### config.mk
export PLATFORM = sky130hd
export DESIGN_NAME = smag_diff
export DESIGN_NICKNAME = d
export VERILOG_FILES = /design/src/rtl/smag_diff.sv
export SDC_FILE = /design/constraint.sdc
export NUM_CORES = 1
export LEC_CHECK = 0
export BUFFER_PORTS_ARGS = -buffer_cell sky130_fd_sc_hd__buf_2
export CAP_MARGIN = 20
export CORE_AREA = 2 2 39 41
export DETAILED_ROUTE_END_ITERATION = 12
export DIE_AREA = 0 0 41 43
export PLACE_DENSITY_LB_ADDON = 0.2
export SYNTH_ARGS = -nofsm -noshare
export SYNTH_HDL_FRONTEND = slang
export SYNTH_SLANG_ARGS = --single-unit
### constraint.sdc
create_clock -name vclk -period 1.1
set_input_delay 0.11 -clock vclk [all_inputs]
set_output_delay 0.11 -clock vclk [all_outputs]
set_load 0.02 [all_outputs]
### src/rtl/smag_diff.sv
module smag_diff #(
  parameter int W = 4
) (
  input  logic [W-1:0] a_i,
  input  logic [W-1:0] b_i,
  output logic         neg_o,
  output logic [W-1:0] mag_o
);

  logic [W:0]   brw_ab, brw_ba;
  logic [W-1:0] dif_ab, dif_ba;

  assign brw_ab[0] = 1'b0;
  assign brw_ba[0] = 1'b0;

  for (genvar k = 0; k < W; k++) begin : g_cell
    // difference bit, R2 borrow out
    assign dif_ab[k]   = a_i[k] ^ b_i[k] ^ brw_ab[k];
    assign brw_ab[k+1] = (~a_i[k] & b_i[k]) | (~a_i[k] & brw_ab[k]) | (b_i[k] & brw_ab[k]);
    assign dif_ba[k]   = b_i[k] ^ a_i[k] ^ brw_ba[k];
    assign brw_ba[k+1] = (~b_i[k] & a_i[k]) | (~b_i[k] & brw_ba[k]) | (a_i[k] & brw_ba[k]);
  end

  assign neg_o = brw_ab[W];
  assign mag_o = neg_o ? dif_ba : dif_ab;

  always_comb begin
    assert_sign_R4: assert (neg_o == (a_i < b_i));
    assert_mag_R5:  assert (mag_o == (neg_o ? b_i - a_i : a_i - b_i));
    assert_zero_R6: assert (!(a_i == b_i) || (!neg_o && mag_o == '0));
    assert_chains_R3: assert (!(a_i != b_i) || (brw_ab[W] ^ brw_ba[W]));
  end

endmodule

; ---- After elaboration in Yosys (flattened, before gate mapping)
; Cells that the tools add are included.
[totals]
latch_bits = 0
memories = 0
elab_cells = 45
ram_bits = 0
out_inout_bits = 5
input_bits = 8
mem_bits_ro = 0
register_bits = 0
[op_classes]
reduce_logical = 0
n_mux = 1
n_bitwise = 44
shifts = 0
n_addsub = 0
eq_ne = 0
magnitude_cmp = 0
mul = 0
n_div = 0
[ops]
columns = cell, count
row1 = AND 1 bit, 17
row2 = OR 1 bit, 10
row3 = bitwise XOR 1 bit, 10
row4 = inverter 1 bit, 7
row5 = 2-to-1 mux 4 bit, 1

; ---- Depth between registers and ports, before layout
; Gate-level depths: netlist (run 1).
[logic_depth]
ltp_word = 12
depth_mapped = 6
mapped_depth_nobuf = 6

; ---- Worst setup path after synthesis (run 1)
; OpenSTA, ideal clock, no wires.
[synth_timing]
path_kind = input -> output
from = in a_i[3]
to = out mag_o[1]
cell_stages = 6
setup_slack_ns = -0.296
t_arrival_ns = 1.286
t_required_ns = 0.990
path_cell_list = inv_1 > ha_1 > nor3b_1 > a21o_1 > nor4b_1 > nor3b_2
[synth_via]
elab_chain_len = 5
[synth_lines]
columns = element, line_no
row1 = "start, declared", 4  ; input logic [W-1:0] a_i,
row2 = inverter 1 bit *, 19  ; assign brw_ab[k+1] = (~a_i[k] & b_i[k]) | (~a_i[k] & brw_ab[k]) | (b_i[k] & brw_ab[k]);
row3 = AND 1 bit, 19
row4 = OR 1 bit * (2 in series), 19
row5 = 2-to-1 mux 4 bit *, 25  ; assign mag_o = neg_o ? dif_ba : dif_ab;
row6 = "end, declared", 7  ; output logic [W-1:0] mag_o
; Mark *: on every way between the ends. The rest lies on a longest branch, timed or not.

; ---- Final worst setup path (run 1)
[layout_timing]
from = in b_i[1]
to = out mag_o[1]
[layout_via]
elab_chain_len = 10
[layout_lines]
columns = element, line_no
row1 = "start, declared", 5  ; input logic [W-1:0] b_i,
row2 = AND 1 bit, 19
row3 = OR 1 bit (2 in series), 19
row4 = AND 1 bit, 19
row5 = OR 1 bit (2 in series), 19
row6 = AND 1 bit, 19
row7 = OR 1 bit (2 in series), 19
row8 = 2-to-1 mux 4 bit *, 25
; Marked as above.

==> metrics.cfg, run 1 <==
[timing]
setup_slack_ps = -292
setup_viol_count_final = 4
period_minus_slack_ps = 1390
fmax_mhz = 719
worst_pin_slew_ps = 256
rsz0062_at_grt = yes
worst_slew_margin_rel_pct = 82.8
worst_hold_slack_ps = 580
finalCritPeriodShare_pct = 127
slew_violations = 0
final-hold-violation-count = 0

[final_layout]
seq_cells = 0
drive_gt1_share_pct = 75.4
n_clock_buffer = 0
fin_nets = 86
fillers = 127
regArea_um2 = 0
area_growth_pct = 125
antenna_cells = 0

[die]
coreArea_mm2 = 0.00138
ios = 13
die_height_um = 43
die_w_um = 41
rows = 14
initial_core_util_pct = 24.8
dieArea_mm2 = 0.00176

[detailed_routing]
wire_per_inst_um = 10.7
num_vias = 392
drc = 0
dr.pass1.iters = 4
drtIter0Drc = 6
via_per_inst = 4.61
antenna_left = 0
totalWireLength_um = 910

[clocking]
cts_hold_buf = 0

[power]
p_leak_uw = 0.000334
p_int_uw = 223
power.switching_fraction_pct = 44.9
power.density_mw_per_mm2 = 525
clkPwrFrac_pct = 0
switching_power_uw = 182
pwr-share-seq_pct = 0
irDropWorstVdd_mv = 0.232
comb_power_share_pct = 100.0

[synth]
seq_area_frac_synth_pct = 0
syn_nets = 59
netlist_instances = 44
ys_types = 20
ys_warn_count = 0
avgSynthCellArea_um2 = 7.79
syn-cell-area_um2 = 343

[run_status]
run_status = finished, violations left
violations = negative setup slack

[placement]
hpwlAfterDp_um = 669
gp_congestion = 0.770
numPortBuffers = 13
place_worst_setup_slack_ps = -430

[hold_path]
hold_path_class = input port to output port

[critical_path]
critPathKind = input port to output port
end_kind = output port
arrival_ps = 1280
crit_path_max_fanout = 5
startpoint_type = input port
cpPeakStageDelay_ps = 300
cp_slowest_cell = a2111oi_4
crit_chain = buf_12 > ha_4 > a2111oi_4 > buf_4 > nor4b_4 > nor3b_4 > buf_6
cp.required_ps = 990

[global_route]
grt.overflow.total = 0
grt_pass1_vias = 360
grt_max_degree = 6
grtUsageTotal_pct = 11.8
grt_pass1_wl_um = 1520
antenna_found_initial = 0

[job]
cap_violations = 0

synth_stat cells (2+ instances only):
cell	instances	area (µm²)
nor3b_1	3	22.5
inv_1	9	33.8
o31ai_1	2	15.0
a21oi_1	3	15.0
nor4b_1	2	17.5
and2b_2	2	17.5
ha_1	7	87.6
nor2_1	4	15.0
layout make-up:
type                       instances  area (µm²)  area share, %
multi-input combinational         35         467           60.5
inverter                           9        53.8           6.97
timing repair buffer              25         231           30.0
tap                               16        20.0           2.59
worst paths after layout:
kind                   end  cells past startpoint   start  slack [ps]
hold / removal    mag_o[0]                      4  b_i[0]         580
setup / recovery  mag_o[1]                      7  b_i[1]        -290
logic make-up after synthesis:
kind of cell | synth area share [%]
AO/OA/AOI/OAI | 27.0
buffers and inverters | 9.85
adder cells (fa/ha/maj) | 25.5
AND/OR/NAND/NOR | 32.5
XOR/XNOR | 5.11
power groups by stage:
stage	clock network (µW)	registers [µW]	logic (µW)
CTS	0	0	400
floorplan	0	0	205
finish	0	0	406
detailed placement	0	0	308
global placement	0	0	307
global route	0	0	436
per-stage QoR:
stage          cells  utilization, %  instance area (µm²)  setup TNS [ps]  power (µW)
2_1_floorplan     44               -                  447            -302         205
3_3_place_gp      83            43.9                  607           -1360         307
3_5_place_dp      83            43.9                  607           -1330         308
4_1_cts           85            54.8                  758            -928         400
5_1_grt           85            55.8                  772           -1060         436
6_report          85            55.8                  772            -895         406
timing repair:
| action | in CTS | in global routing |
|---|---|---|
| resized for setup | 34 | 4 |
| buffers inserted | 2 | 0 |
| endpoints found under the hold margin | 0 | 0 |
| setup endpoints to repair | 4 | 4 |
| pin swaps | 12 | 5 |
| cloned | 0 | 0 |
critical path: cells and delay by family:
kind | cells | cell delay [ps]
compound gates | 1 | 300
fa+ha+maj | 1 | 170
buf+inv | 3 | 460
simple gates | 2 | 240
cell usage in the layout, fill, tap and decap left out:
cell type / instances
a32oi_2: 1
xor2_1: 1
ha_1: 1
o22ai_1: 1
xnor2_2: 1
o21ai_0: 1
a2111oi_4: 1
o31ai_1: 2
buf_2: 4
inv_1: 4
inv_4: 3
nor4b_4: 2
ha_2: 1
a21oi_1: 3
inv_2: 1
buf_6: 5
nor3b_2: 2
nand2b_1: 1
nand2b_4: 1
ha_4: 5
nor2b_2: 1
buf_12: 1
a211oi_1: 1
buf_8: 3
nor2_2: 1
nor2_1: 2
buf_4: 12
and2b_2: 2
nor3b_4: 2
nor2_4: 1
a21o_4: 1
inv_12: 1
routing by layer:
metal	part of all wire (%)	track usage, %	vias up
met3	2.9	0	0
met4	0	0	0
met1	40	15.2	183
li1	-	-	204
met2	57	21.9	5
met5	0	0	-
(Power assumes the default switching activity.)
==> inputs of run 2 (changes only) <==
Clock period 1.1 ns to 1.5 ns, I/O delays scaled along.
==> run 2 against run 1 <==
The flow now finishes without violations; combinational power fell by 37%; die area did not move; global-route usage fell by 1.1 points; sequential share of layout area is the same.
==> metrics.cfg, run 2 (synthesized netlist as in run 1, its figures left out) <==
[global_route]
grt_max_degree = 6  ; unchanged
grt.overflow.total = 0  ; unchanged
grt_pass1_wl_um = 1410  ; -6.9%
grtUsageTotal_pct = 10.7  ; -1.1 points
grt_pass1_vias = 337  ; -6.4%
antenna_found_initial = 0  ; unchanged

[placement]
numPortBuffers = 13  ; unchanged
gp_congestion = 0.691  ; -10%
hpwlAfterDp_um = 648  ; -3.2%
dp.cells = 85  ; +2.4%

[power]
pwr-share-seq_pct = 0  ; unchanged
power.switching_fraction_pct = 47.2  ; +2.3 points
clkPwrFrac_pct = 0  ; unchanged
comb_power_share_pct = 100.0  ; about the same
p_int_uw = 134  ; -40%
p_leak_uw = 0.000311  ; -7.1%
switching_power_uw = 120  ; -34%
power.density_mw_per_mm2 = 365  ; -31%
irDropWorstVdd_mv = 0.203  ; -13%

[critical_path]
crit_path_max_fanout = 4  ; -1
critPathKind = input port to output port
arrival_ps = 1350  ; +70 ps
startpoint_type = input port
end_kind = output port
cp.required_ps = 1350  ; +360 ps

[final_layout]
area_growth_pct = 103
fin_cells = 87  ; +2.4%
antenna_cells = 0  ; unchanged
n_clock_buffer = 0  ; unchanged
most-common-layout-cells = buf_4, buf_2, ha_4
final_common_cell = buf_4
drive_gt1_share_pct = 71.8  ; -3.5 points
fin_nets = 88  ; +2.3%
seq_cells = 0  ; unchanged
regArea_um2 = 0  ; unchanged
final_core_util_pct = 50.4  ; -5.4 points
fillers = 134  ; +5.5%

[detailed_routing]
dr.pass1.iters = 4  ; unchanged
totalWireLength_um = 804  ; -12%
antenna_left = 0  ; unchanged
wire_per_inst_um = 9.24  ; -14%
num_vias = 397  ; +1.3%
via_per_inst = 4.56  ; -1.1%
drc = 0  ; unchanged
drtIter0Drc = 5  ; -1

[timing]
rsz0062_at_grt = yes
fin_setup_tns_ps = 0  ; +895 ps
fmax_mhz = 668
setup_viol_count_final = 0  ; -4
final-hold-violation-count = 0  ; unchanged
slew_violations = 0  ; unchanged
period_minus_slack_ps = 1500
worst_slew_margin_rel_pct = 73.8  ; -9.0 points
finalCritPeriodShare_pct = 99.8
worst_pin_slew_ps = 393  ; +137 ps

[die]
initial_core_util_pct = 24.8  ; unchanged
die_w_um = 41  ; unchanged
dieArea_mm2 = 0.00176  ; unchanged
rows = 14  ; unchanged
die_height_um = 43  ; unchanged
ios = 13  ; unchanged
coreArea_mm2 = 0.00138  ; unchanged

[hold_path]
whs_path_depth = 4  ; unchanged
min_from = b_i[0]
hold-path-endpoint = mag_o[0]
hold_path_class = input port to output port

[run_status]
run_status = finished clean

[job]
cap_violations = 0  ; unchanged

[run 2: changes by cell type in the layout (fill, tap and decap cells not counted), sizes merged]
| cell | delta |
|---|---|
| buf | +2 |
[run 2: metal layers]
metal	global-route usage (%)	up-vias	part of all wire [%]
li1	-	211	-
met1	16.8	175	46
met2	16.9	11	49
met3	0	0	5.3
met4	0	0	0
met5	0	-	0
[run 2: worst max-delay path by stage]
| stage | start | to | slack, ps | cells after the start |
|---|---|---|---|---|
| 2_1_floorplan | a_i[3] | mag_o[1] | 20 | 6 |
| 3_3_place_gp | a_i[2] | mag_o[1] | -170 | 8 |
| 3_5_place_dp | a_i[3] | mag_o[1] | -210 | 9 |
| 4_1_cts | a_i[1] | mag_o[1] | 2 | 7 |
| 5_1_grt | a_i[1] | mag_o[1] | -80 | 7 |
| 6_report | a_i[1] | mag_o[1] | 3 | 7 |
[run 2: layout make-up]
class	count	area (µm²)	area share (%)
inverters	9	36.3	5.21
multi-input cells	35	439	63.0
well taps	16	20.0	2.87
repair buffers	27	201	28.9
[run 2: through the flow]
step                instance area, µm²  setup slack [ps]  hold slack, ps  total power (µW)
floorplan                          343              24.2             482               118
global placement                   518              -170             669               190
detailed placement                 518              -214             673               191
CTS                                648              1.56             707               238
global route                       697             -78.0             715               277
finish                             697              2.81             691               254
[run 2: power groups by stage]
stage | registers, µW | clock network, µW | logic, µW
3_3_place_gp | 0 | 0 | 190
6_report | 0 | 0 | 254
2_1_floorplan | 0 | 0 | 118
5_1_grt | 0 | 0 | 277
3_5_place_dp | 0 | 0 | 191
4_1_cts | 0 | 0 | 238
[run 2: critical path: stages]
cell       delay (ps)
buf_8              90
inv_4              30
ha_4              170
a2111oi_4         430
o22ai_1           140
nor3b_2           160
buf_4             160
[run 2: what timing repair did]
action                                  CTS  global route
hold buffers                              0             0
setup buffers                             3             0
pin swaps                                10             8
cloned                                    0             0
hold endpoints to repair                  0             0
endpoints found under the setup margin    3             3
resized for setup                        28            10
